**src/rtl/oc_pkg.sv**
```systemverilog
package oc_pkg;

    localparam int CFG_W = 4;

    typedef enum logic [1:0] {
        FB_AUTO = 2'b00,
        FB_REG  = 2'b01,
        FB_PIN  = 2'b10,
        FB_SUM  = 2'b11
    } fb_sel_e;

    typedef struct packed {
        fb_sel_e fb;
        logic    registered;
        logic    active_high;
    } cell_cfg_t;

    typedef enum logic {
        CK_LOW  = 1'b0,
        CK_HIGH = 1'b1
    } ck_state_e;

endpackage

```
**src/rtl/oc_clk_edge.sv**
```systemverilog
module oc_clk_edge
    import oc_pkg::*;
(
    input  logic clk,
    input  logic rst_n,
    input  logic clk_pin,
    input  logic clk_term,
    input  logic use_term,
    input  logic invert,
    output logic fire
);

    ck_state_e st, st_nxt;
    logic      sel;

    assign sel = (use_term ? clk_term : clk_pin) ^ invert;

    // state register; reset in CK_HIGH so an already-high clock is no edge
    always_ff @(posedge clk or negedge rst_n) begin
        if (!rst_n) st <= CK_HIGH;
        else        st <= st_nxt;
    end

    always_comb begin
        st_nxt = st;
        fire   = 1'b0;
        unique case (st)
            CK_LOW: begin
                if (sel) begin
                    st_nxt = CK_HIGH;
                    fire   = 1'b1;
                end
            end
            CK_HIGH: begin
                if (!sel) st_nxt = CK_LOW;
            end
        endcase
    end

    AST_SINGLE_FIRE: assert property (@(posedge clk) disable iff (!rst_n)
        fire |=> !fire);

endmodule

```
**src/rtl/oc_state_reg.sv**
```systemverilog
module oc_state_reg (
    input  logic clk,
    input  logic rst_n,
    input  logic fire,
    input  logic preset,
    input  logic clear,
    input  logic d,
    output logic q
);

    logic q_r;

    always_ff @(posedge clk or negedge rst_n) begin
        if (!rst_n)      q_r <= 1'b0;
        else if (clear)  q_r <= 1'b0;
        else if (fire)   q_r <= preset ? 1'b1 : d;
    end

    // clear masks the stored bit at once, without waiting for an edge
    assign q = q_r & ~clear;

    AST_CLEAR_DOMINATES: assert property (@(posedge clk) disable iff (!rst_n)
        clear |=> !q_r);
    AST_PRESET_SETS: assert property (@(posedge clk) disable iff (!rst_n)
        (fire && preset && !clear) |=> q_r);
    AST_LOAD_SUM: assert property (@(posedge clk) disable iff (!rst_n)
        (fire && !preset && !clear) |=> (q_r == $past(d)));
    AST_HOLD_NO_EDGE: assert property (@(posedge clk) disable iff (!rst_n)
        (!fire && !clear) |=> $stable(q_r));

endmodule

```
**src/rtl/oc_out_cell.sv**
```systemverilog
module oc_out_cell
    import oc_pkg::*;
(
    input  cell_cfg_t cfg,
    input  logic      sum,
    input  logic      q,
    input  logic      oe_term,
    input  logic      pin_in,
    output logic      pad_out,
    output logic      pad_oe,
    output logic      fb
);

    logic core;
    logic pad_level;

    always_comb begin
        core      = cfg.registered ? q : sum;
        pad_out   = cfg.active_high ? core : ~core;
        pad_oe    = oe_term;
        pad_level = oe_term ? pad_out : pin_in;
        unique case (cfg.fb)
            FB_AUTO: fb = cfg.registered ? q : pad_level;
            FB_REG:  fb = q;
            FB_PIN:  fb = pad_level;
            FB_SUM:  fb = sum;
        endcase
    end

endmodule

```
**src/rtl/io_cell_bank.sv**
```systemverilog
module io_cell_bank
    import oc_pkg::*;
#(
    parameter int N_CELLS = 10
) (
    input  logic                       clk,
    input  logic                       rst_n,
    input  logic                       dev_clk_pin,
    input  logic                       clk_pterm,
    input  logic                       clk_use_term,
    input  logic                       clk_invert,
    input  logic                       sync_preset,
    input  logic                       async_clear,
    input  logic [N_CELLS-1:0]         or_sum,
    input  logic [N_CELLS-1:0]         oe_term,
    input  logic [N_CELLS*CFG_W-1:0]   cell_cfg,
    input  logic [N_CELLS-1:0]         pin_in,
    output logic [N_CELLS-1:0]         pad_out,
    output logic [N_CELLS-1:0]         pad_oe,
    output logic [N_CELLS-1:0]         fb_out
);

    logic load_strobe;

    oc_clk_edge u_edge (
        .clk      (clk),
        .rst_n    (rst_n),
        .clk_pin  (dev_clk_pin),
        .clk_term (clk_pterm),
        .use_term (clk_use_term),
        .invert   (clk_invert),
        .fire     (load_strobe)
    );

    for (genvar i = 0; i < N_CELLS; i++) begin : g_cell
        cell_cfg_t cfg_i;
        logic      q_i;

        assign cfg_i = cell_cfg_t'(cell_cfg[i*CFG_W +: CFG_W]);

        oc_state_reg u_reg (
            .clk    (clk),
            .rst_n  (rst_n),
            .fire   (load_strobe),
            .preset (sync_preset),
            .clear  (async_clear),
            .d      (or_sum[i]),
            .q      (q_i)
        );

        oc_out_cell u_out (
            .cfg     (cfg_i),
            .sum     (or_sum[i]),
            .q       (q_i),
            .oe_term (oe_term[i]),
            .pin_in  (pin_in[i]),
            .pad_out (pad_out[i]),
            .pad_oe  (pad_oe[i]),
            .fb      (fb_out[i])
        );

        AST_HIZ_PIN_FEEDBACK: assert property (@(posedge clk) disable iff (!rst_n)
            (!oe_term[i] && cfg_i.fb == FB_PIN) |-> (fb_out[i] == pin_in[i]));
        AST_SUM_FEEDBACK: assert property (@(posedge clk) disable iff (!rst_n)
            (cfg_i.fb == FB_SUM) |-> (fb_out[i] == or_sum[i]));
    end

endmodule

```
**config.mk**
```make
export PLATFORM = sky130hd
export DESIGN_NAME = io_cell_bank
export DESIGN_NICKNAME = d
export VERILOG_FILES = /design/src/rtl/oc_pkg.sv /design/src/rtl/oc_clk_edge.sv /design/src/rtl/oc_state_reg.sv /design/src/rtl/oc_out_cell.sv /design/src/rtl/io_cell_bank.sv
export SDC_FILE = /design/constraint.sdc
export NUM_CORES = 1
export LEC_CHECK = 0
export ABC_AREA = 0
export BUFFER_PORTS_ARGS = -buffer_cell sky130_fd_sc_hd__buf_2
export CORE_ASPECT_RATIO = 0.6
export CORE_MARGIN = 10
export CORE_UTILIZATION = 44
export CTS_BUF_LIST = sky130_fd_sc_hd__clkbuf_4 sky130_fd_sc_hd__clkbuf_8
export DETAILED_ROUTE_END_ITERATION = 6
export PLACE_DENSITY = 0.94
export SLEW_MARGIN = 20
export SYNTH_ARGS = -nofsm -noshare
export SYNTH_HDL_FRONTEND = slang
export SYNTH_SLANG_ARGS = --single-unit
```
**constraint.sdc**
```tcl
create_clock -name clk -period 1.5 [get_ports clk]
set_input_delay 0.075 -clock clk [delete_from_list [all_inputs] [get_ports clk]]
set_output_delay 0.075 -clock clk [all_outputs]
set_load 0.05 [all_outputs]
```
==> flow_metrics.env, run 1 <==
export IMPL_nFillCells=336
export IMPL_vias=1444
export IMPL_row_count=17
export IMPL_status="complete, but fails checks"
export IMPL_dp_hpwl_um=3850
export IMPL_ys_seq_area_share_pct=16.3
export IMPL_synthXorXnorAreaFrac_pct=9.69
export IMPL_whs_ps=12.9
export IMPL_first_iter_violations=21
export IMPL_dp_slack_ps=-52.2
export IMPL_start_util_pct=46.0
export IMPL_grt_max_degree=13
export IMPL_grt_pass1_vias=1527
export IMPL_cts_buffer_depth=2
export IMPL_vdd_ir_drop_max_uv=395
export IMPL_fmax_mhz=565
export IMPL_power_total_mw=1.68
export IMPL_first_pass_iters=4
export IMPL_final_cells=300
export IMPL_diodes=0
export IMPL_synthTopCellsByArea="dfrtp_1, buf_4, mux2i_4"
export IMPL_synth_cells=168
export IMPL_hold_start="clk_invert"
export IMPL_violations="negative setup slack"
export IMPL_synth_seq_cells=11
export IMPL_drtAntennaViolNets=0
export IMPL_yosysTopAreaCell="dfrtp_1"
export IMPL_syn_nets=246
export IMPL_ys_types=22
export IMPL_hp_class="input pin to register"
export IMPL_grt_first_pass_wirelength_um=6820
export IMPL_r2r_cells=3
export IMPL_die_w_um=100
export IMPL_fin_skew_ps=3.84
export IMPL_critPathRequiredTime_ps=1420
export IMPL_wirelength_um=4370
export IMPL_place_area_sq_um=2080
export IMPL_final_area_sq_um=2240
export IMPL_clock_latency_ps=230
export IMPL_endpoint_kind="primary output"
export IMPL_slew_viol_final=0
export IMPL_grt_overflow=0
export IMPL_htreeDepth=1
export IMPL_synth_area_sq_um=1690
export IMPL_criticalPathCategory="register to primary output"
export IMPL_r2r_end="g_cell[7].u_reg.q_r"
export IMPL_place_congestion=0.706
export IMPL_clk_pin_slew_ps=50
export IMPL_synth_compound_area_share_pct=18.1
export IMPL_die_area_sq_um=6810
export IMPL_drive_gt1_share_pct=64.4
export IMPL_start_kind="register"
export IMPL_die_y_um=68.0
export IMPL_relSlewSlack_pct=82.3
export IMPL_path_max_fanout=2
export IMPL_final_period_minus_worst_setup_slack_ps=1770
export IMPL_cts_tree="yes"
export IMPL_tns_ps=-1930
export IMPL_place_inst=292
export IMPL_wl_per_cell_um=14.6
export IMPL_syn_avg_cell_area_sq_um=10.1
export IMPL_power_density_nw_per_um2=750
export IMPL_synth_mux_area_share_pct=19.7
export IMPL_reg2reg_from="u_edge.st"
export IMPL_core_area_sq_um=3680
export IMPL_syn_to_final_growth_pct=32.5
export IMPL_post_route_drc_count=0
export IMPL_track_usage_pct=12.1
export IMPL_synth_top_area_share_pct=14.8
export IMPL_p_leak_nw=1.03
export IMPL_whs_path_depth=2
export IMPL_via_per_inst=4.81
export IMPL_layout_setup_ws_ps=-270
export IMPL_min_to="u_edge.st"
export IMPL_port_buffers=107
export IMPL_crit_start="g_cell[7].u_reg.q_r"
export IMPL_synthAdderAreaFrac_pct=0
export IMPL_drv_cap=0
export IMPL_layout_worst_path_cycle_share_pct=118
export IMPL_rrSetupSlack_ps=320
export IMPL_yosys_area_share_simple_pct=20.3
export IMPL_grt_antenna_before_repair=0
export IMPL_rsz0062_at_grt="yes"
export IMPL_yosys_warnings=0
export IMPL_crit_arrival_ps=1690
export IMPL_hold_violations=0
export IMPL_clockRootBuffer="clkbuf_8"
export IMPL_finalNetCount=332
export IMPL_setup_viol=10
export IMPL_io_pins=108
export IMPL_final_util_pct=60.9
export IMPL_cts_buffers=3
export IMPL_clock_sinks=11
export IMPL_tightest_slew_ps=265
export IMPL_synth_top_family_by_area="simple AND/OR/NAND/NOR gates"
[power by group]
part	internal [mW]	total, mW	switching, mW
clock	0.204	0.313	0.109
combinational	0.407	1.02	0.609
sequential	0.334	0.351	0.0164
total	0.946	1.68	0.734
[cell families (layout without fill, tap and decap cells)]
logic type,after synthesis,after routing
AND/OR/NAND/NOR,59,59
buffers and inverters,35,120
AO/OA/AOI/OAI,30,30
multiplexers,22,22
XOR/XNOR,11,11
flip-flops,11,11
[cell usage after synthesis (all sizes together)]
master,instances
a211oi,10
a22oi,1
a32oi,9
and2b,1
buf,34
clkbuf,1
dfrtp,10
dfstp,1
mux2,1
mux2i,21
nor2,38
nor2b,20
o31ai,10
xnor2,1
xor2,10
[layout make-up]
| class | instances | area [sq um] | area share (%) |
|---|---|---|---|
| multi-input combinational | 122 | 1150 | 51.4 |
| timing repair buffer | 116 | 706 | 31.5 |
| clock buffer | 4 | 48.8 | 2.18 |
| tap | 47 | 58.8 | 2.62 |
| sequential | 11 | 277 | 12.3 |
[registers in the layout, summed over array words and instances, names as in the netlist]
name	cells
u_edge.st	1
g_cell.u_reg.q_r	10
[placed cells by master, fill, tap and decap left out]
cell	Yosys	layout
buf_2	0	92
nor2_1	38	38
nor2b_1	11	11
mux2i_1	12	11
dfrtp_1	10	10
buf_6	0	10
nor2b_4	9	9
mux2i_4	9	9
xor2_2	9	9
a32oi_1	9	9
o31ai_2	9	9
buf_4	32	9
a211oi_2	5	5
a211oi_1	5	5
clkbuf_8	0	3
clkbuf_4	0	3
buf_12	1	2
xor2_1	1	1
mux2_2	1	1
a22oi_1	1	1
o31ai_1	1	1
mux2i_2	0	1
xnor2_1	1	1
and2b_1	1	1
dlygate4sd3_1	0	1
dfstp_2	1	1
[repair_timing]
action,in CTS,in global routing
endpoints found under the setup margin,11,15
pin swaps,5,3
resized for setup,20,8
hold buffers,1,0
endpoints found under the hold margin,11,0
buffers inserted,2,1
[how the worst max path moves through the flow]
stage	cells past startpoint	to	slack [ps]
4_1_cts	6	fb_out[7]	-270
2_1_floorplan	6	fb_out[7]	70
3_5_place_dp	6	fb_out[4]	-50
6_report	6	fb_out[7]	-270
3_3_place_gp	6	fb_out[7]	-4
5_1_grt	6	fb_out[8]	-340
[critical path, stage by stage (launching register included)]
cell and delay (ps):
dfrtp_1 370, nor2b_1 140, mux2i_1 180, xor2_1 210
mux2i_1 100, o31ai_1 230, buf_4 240
[routing by layer]
| metal | share of wire, % | vias to the layer above | track usage [%] | routed length, um |
|---|---|---|---|---|
| li1 | - | 727 | - | - |
| met1 | 39 | 654 | 13.0 | 1710 |
| met2 | 50 | 61 | 22.1 | 2190 |
| met3 | 11 | 2 | 6.23 | 462 |
| met4 | 0.16 | 0 | 1.05 | 7 |
| met5 | 0 | - | 0 | 0 |
(Power assumes the default switching activity.)
==> run 2: changes to the inputs <==
- MAX_ROUTING_LAYER: default -> met4
- clock period: 1.5 -> 1.95 ns (I/O delays scaled with it)
==> run 2 against run 1 <==
The flow now finishes without violations. Setup slack improved by 360 ps. Register-to-register slack improved by 290 ps. Clock power fell by 24%. Critical endpoint unchanged.
==> flow_metrics.env, run 2 (synthesized netlist as in run 1, its figures left out) <==
export IMPL_die_y_um=68.0
export IMPL_layout_worst_path_cycle_share_pct=95.2
export IMPL_hold_start="clk_invert"
export IMPL_grt_overflow=0
export IMPL_tns_ps=0
export IMPL_grt_pass1_vias=1561
export IMPL_start_util_pct=46.0
export IMPL_reg2reg_from="u_edge.st"
export IMPL_place_inst=290
export IMPL_fin_skew_ps=4.33
export IMPL_drtAntennaViolNets=0
export IMPL_wl_per_cell_um=14.4
export IMPL_start_kind="register"
export IMPL_final_area_sq_um=2110
export IMPL_drv_cap=0
export IMPL_dp_hpwl_um=3900
export IMPL_post_route_drc_count=0
export IMPL_io_pins=108
export IMPL_syn_to_final_growth_pct=24.9
export IMPL_largest_reg_flops=10
export IMPL_place_area_sq_um=2040
export IMPL_critPathRequiredTime_ps=1850
export IMPL_tightest_slew_ps=272
export IMPL_place_congestion=0.688
export IMPL_criticalPathCategory="register to primary output"
export IMPL_hp_class="input pin to register"
export IMPL_grt_antenna_before_repair=0
export IMPL_diodes=0
export IMPL_first_pass_iters=4
export IMPL_htreeDepth=1
export IMPL_relSlewSlack_pct=81.8
export IMPL_p_leak_nw=0.985
export IMPL_track_usage_pct=11.9
export IMPL_final_cells=296
export IMPL_core_area_sq_um=3680
export IMPL_reg_top3="g_cell.u_reg.q_r x10, u_edge.st x1"
export IMPL_cpMostUsedCell="mux2i_1"
export IMPL_whs_ps=36.9
export IMPL_path_max_fanout=3
export IMPL_wirelength_um=4270
export IMPL_cts_tree="yes"
export IMPL_row_count=17
export IMPL_worstPathCellList="nor2b_2 -> mux2i_1 -> xor2_1 -> mux2i_1 -> o31ai_1 -> buf_4"
export IMPL_vdd_ir_drop_max_uv=396
export IMPL_cts_buffer_depth=2
export IMPL_clock_sinks=11
export IMPL_cts_buffers=3
export IMPL_hold_violations=0
export IMPL_crit_family="flip-flops"
export IMPL_endpoint_kind="primary output"
export IMPL_via_per_inst=4.79
export IMPL_power_total_mw=1.23
export IMPL_final_common_cell="buf_2"
export IMPL_clockRootBuffer="clkbuf_8"
export IMPL_fmax_mhz=539
export IMPL_crit_arrival_ps=1760
export IMPL_cp_slowest_cell="dfrtp_1"
export IMPL_largest_register="g_cell.u_reg.q_r"
export IMPL_die_w_um=100
export IMPL_vias=1417
export IMPL_grt_max_degree=13
export IMPL_drive_gt1_share_pct=63.9
export IMPL_layout_common_cells="buf_2, nor2_1, mux2i_1, nor2b_1, dfrtp_1"
export IMPL_max_stage_delay_ps=380
export IMPL_final_period_minus_worst_setup_slack_ps=1860
export IMPL_grt_first_pass_wirelength_um=6640
export IMPL_first_iter_violations=29
export IMPL_clk_pin_slew_ps=50
export IMPL_status="finished, final reports clean"
export IMPL_die_area_sq_um=6810
export IMPL_crit_start="g_cell[7].u_reg.q_r"
export IMPL_port_buffers=107
export IMPL_clock_latency_ps=230
export IMPL_setup_viol=0
export IMPL_path_buf_inv=1
export IMPL_finalNetCount=328
export IMPL_slew_viol_final=0
export IMPL_power_density_nw_per_um2=581
==> run 2: cell count changes in the layout (fill, tap and decap cells not counted), moves of 2 or more <==
cell | previous run | this run
buf_2 | 92 | 106
buf_6 | 10 | 0
buf_4 | 9 | 5
buf_12 | 2 | 0
clkbuf_4 | 3 | 1
==> run 2: layout make-up <==
| class | instances | area, sq um |
|---|---|---|
| fillers | 333 | 1570 |
| multi-input cells | 122 | 1150 |
| repair buffers | 112 | 578 |
| flip-flops and latches | 11 | 277 |
| well taps | 47 | 58.8 |
| clock buffers | 4 | 48.8 |
==> run 2: final timing paths <==
check | endpoint | cells after the start | slack, ps
max reg2reg | g_cell[7].u_reg.q_r | 4 | 610
max | fb_out[7] | 6 | 90
min reg2reg | g_cell[3].u_reg.q_r | 2 | 570
min in group asynchronous | g_cell[9].u_reg.q_r | 2 | 270
min | u_edge.st | 2 | 40
max in group asynchronous | u_edge.st | 2 | 1420
==> run 2: per-layer routing <==
metal  GRT usage [%]  vias to the layer above  part of all wire (%)
met3            4.92                        2                   9.0
met2            22.3                       59                    51
li1                -                      715                     -
met5               -                        -                     0
met4           0.526                        0                  0.49
met1            12.1                      641                    40
==> run 2: timing repair <==
| action | CTS | global route |
|---|---|---|
| hold buffers | 1 | 0 |
| resized for setup | 0 | 3 |
| buffers inserted | 0 | 1 |
| setup endpoints to repair | 0 | 1 |
| endpoints found under the hold margin | 11 | 0 |
==> run 2: through the flow <==
stage               utilization [%]  worst slack [ps]
CTS                            57.1              93.5
global placement               55.5               406
detailed placement             55.5               351
finish                         57.4              94.1
global route                   57.4             -39.5
floorplan                         -               496
==> run 2: power breakdown <==
| group | switching (mW) | leakage, nW | internal [mW] | total [mW] |
|---|---|---|---|---|
| logic | 0.456 | 0.817 | 0.262 | 0.718 |
| registers | 0.0132 | 0.142 | 0.257 | 0.271 |
| clock network | 0.0821 | 0.0262 | 0.157 | 0.239 |
| total | 0.552 | 0.985 | 0.676 | 1.23 |
==> run 3: changes to the inputs <==
- CTS_BUF_LIST: sky130_fd_sc_hd__clkbuf_4 sky130_fd_sc_hd__clkbuf_8 -> sky130_fd_sc_hd__clkbuf_8
==> run 3 against run 2 <==
Non-clock buffer count stayed put. Die area is the same. Setup slack about the same. Sequential cell count unchanged. Critical path depth unchanged. Via count stayed put. Sequential power is essentially flat. Clock power decreased by 8%. Sequential share of layout area barely moved. Wire length hardly changed. Design area fell by 0.18%. Core utilization decreased by 0.10 points.
==> flow_metrics.env, run 3 (synthesized netlist as in run 1, its figures left out) <==
export IMPL_start_kind="register"
export IMPL_power_density_nw_per_um2=573
export IMPL_criticalPathCategory="register to primary output"
export IMPL_crit_family="flip-flops"
export IMPL_cts_buffers=3
export IMPL_path_buf_inv=1
export IMPL_grt_antenna_before_repair=0
export IMPL_grt_pass1_vias=1561
export IMPL_max_stage_delay_ps=380
export IMPL_die_w_um=100
export IMPL_path_max_fanout=3
export IMPL_layout_setup_ws_ps=94.2
export IMPL_cts_buffer_depth=2
export IMPL_wl_per_cell_um=14.4
export IMPL_layout_common_cells="buf_2, nor2_1, mux2i_1, nor2b_1, dfrtp_1"
export IMPL_first_iter_violations=29
export IMPL_endpoint_kind="primary output"
export IMPL_vias=1417
export IMPL_register_area_sq_um=277
export IMPL_power_switching_mw=0.552
export IMPL_final_area_sq_um=2110
export IMPL_reg2reg_from="u_edge.st"
export IMPL_fmax_mhz=539
export IMPL_clock_latency_ps=230
export IMPL_row_count=17
export IMPL_setup_viol=0
export IMPL_relSlewSlack_pct=81.8
export IMPL_clockRootBuffer="clkbuf_8"
export IMPL_power_total_mw=1.21
export IMPL_tightest_slew_ps=272
export IMPL_via_per_inst=4.79
export IMPL_place_congestion=0.688
export IMPL_syn_to_final_growth_pct=24.6
export IMPL_dp_hpwl_um=3900
export IMPL_final_util_pct=57.3
export IMPL_p_leak_nw=0.986
export IMPL_grt_first_pass_wirelength_um=6640
export IMPL_drv_cap=0
export IMPL_cpMostUsedCell="mux2i_1"
export IMPL_grt_overflow=0
export IMPL_wirelength_um=4270
export IMPL_diodes=0
export IMPL_final_cells=296
export IMPL_largest_register="g_cell.u_reg.q_r"
export IMPL_cts_tree="yes"
export IMPL_clock_sinks=11
export IMPL_slew_viol_final=0
export IMPL_rrSetupSlack_ps=610
export IMPL_post_route_drc_count=0
export IMPL_die_area_sq_um=6810
export IMPL_crit_arrival_ps=1760
export IMPL_port_buffers=107
export IMPL_place_area_sq_um=2040
export IMPL_htreeDepth=1
export IMPL_dp_slack_ps=351
export IMPL_die_y_um=68.0
export IMPL_reg_top3="g_cell.u_reg.q_r x10, u_edge.st x1"
export IMPL_grt_max_degree=13
export IMPL_crit_cells=6
export IMPL_multi_input_area_sq_um=1150
export IMPL_comb_power_share_pct=59.4
export IMPL_nFillCells=335
export IMPL_worstPathCellList="nor2b_2 -> mux2i_1 -> xor2_1 -> mux2i_1 -> o31ai_1 -> buf_4"
export IMPL_layout_worst_path_cycle_share_pct=95.2
export IMPL_finalNetCount=328
export IMPL_drtAntennaViolNets=0
export IMPL_hp_class="input pin to register"
export IMPL_largest_reg_flops=10
export IMPL_r2r_cells=4
export IMPL_whs_ps=37.0
export IMPL_final_period_minus_worst_setup_slack_ps=1860
export IMPL_final_common_cell="buf_2"
export IMPL_clk_pin_slew_ps=50
export IMPL_tns_ps=0
export IMPL_swShare_pct=45.6
export IMPL_hold_violations=0
export IMPL_status="finished, final reports clean"
export IMPL_r2r_end="g_cell[7].u_reg.q_r"
export IMPL_first_pass_iters=4
export IMPL_start_util_pct=46.0
export IMPL_core_area_sq_um=3680
export IMPL_power_frac_clock_pct=18.2
export IMPL_io_pins=108
export IMPL_critPathRequiredTime_ps=1850
export IMPL_crit_end="fb_out[7]"
export IMPL_p_seq_share_pct=22.4
export IMPL_place_inst=290
export IMPL_cp_slowest_cell="dfrtp_1"
export IMPL_crit_start="g_cell[7].u_reg.q_r"
export IMPL_intPower_mw=0.657
export IMPL_track_usage_pct=11.9
export IMPL_drive_gt1_share_pct=63.5
export IMPL_fin_skew_ps=4.27
export IMPL_vdd_ir_drop_max_uv=390
-- run 3: changes by cell type in the layout (fill, tap and decap cells not counted) --
cell | previous run | this run
clkbuf_4 | 1 | 0
inv_1 | 0 | 1
-- run 3: worst reg2reg max path: stages (launching register included) --
cell	delay, ps
dfstp_2	350
and2b_1	340
buf_4	260
nor2_1	60
a211oi_1	220
-- run 3: how the worst min path moves through the flow --
stage	slack, ps	cells after the start	to	start
after global placement	-7	1	g_cell[0].u_reg.q_r	rst_n
after global routing	50	2	u_edge.st	clk_invert
final	40	2	u_edge.st	clk_invert
after CTS	30	2	u_edge.st	clk_invert
after floorplan	-200	0	g_cell[0].u_reg.q_r	rst_n
after detailed placement	-10	1	g_cell[0].u_reg.q_r	rst_n
-- run 3: cell type report --
class	instances	share of cell area (%)
Clock buffer	3	1.96
Clock inverter	1	0.178
Multi-Input combinational cell	122	54.5
Sequential cell	11	13.1
Tap cell	47	2.79
Timing Repair Buffer	112	27.4
-- run 3: power by group through the flow --
stage / Clock [mW] / Sequential, mW / Combinational, mW
2_1_floorplan: 0 / 0.270 / 0.596
3_3_place_gp: 0 / 0.272 / 0.701
3_5_place_dp: 0 / 0.274 / 0.718
4_1_cts: 0.229 / 0.270 / 0.721
5_1_grt: 0.241 / 0.273 / 0.770
6_report: 0.220 / 0.271 / 0.718
-- run 3: timing repair --
| action | in CTS | in global routing |
|---|---|---|
| setup buffers | 0 | 1 |
| endpoints found under the hold margin | 11 | 0 |
| hold buffers | 1 | 0 |
| setup endpoints to repair | 0 | 1 |
| resized for setup | 0 | 3 |
-- run 3: metal layers --
metal  vias to the layer above  global-route usage, %  part of all wire, %
met5                         -                      -                    0
li1                        715                      -                    -
met3                         2                   4.92                  9.0
met1                       641                   12.1                   40
met2                        59                   22.3                   51
met4                         0                  0.526                 0.49
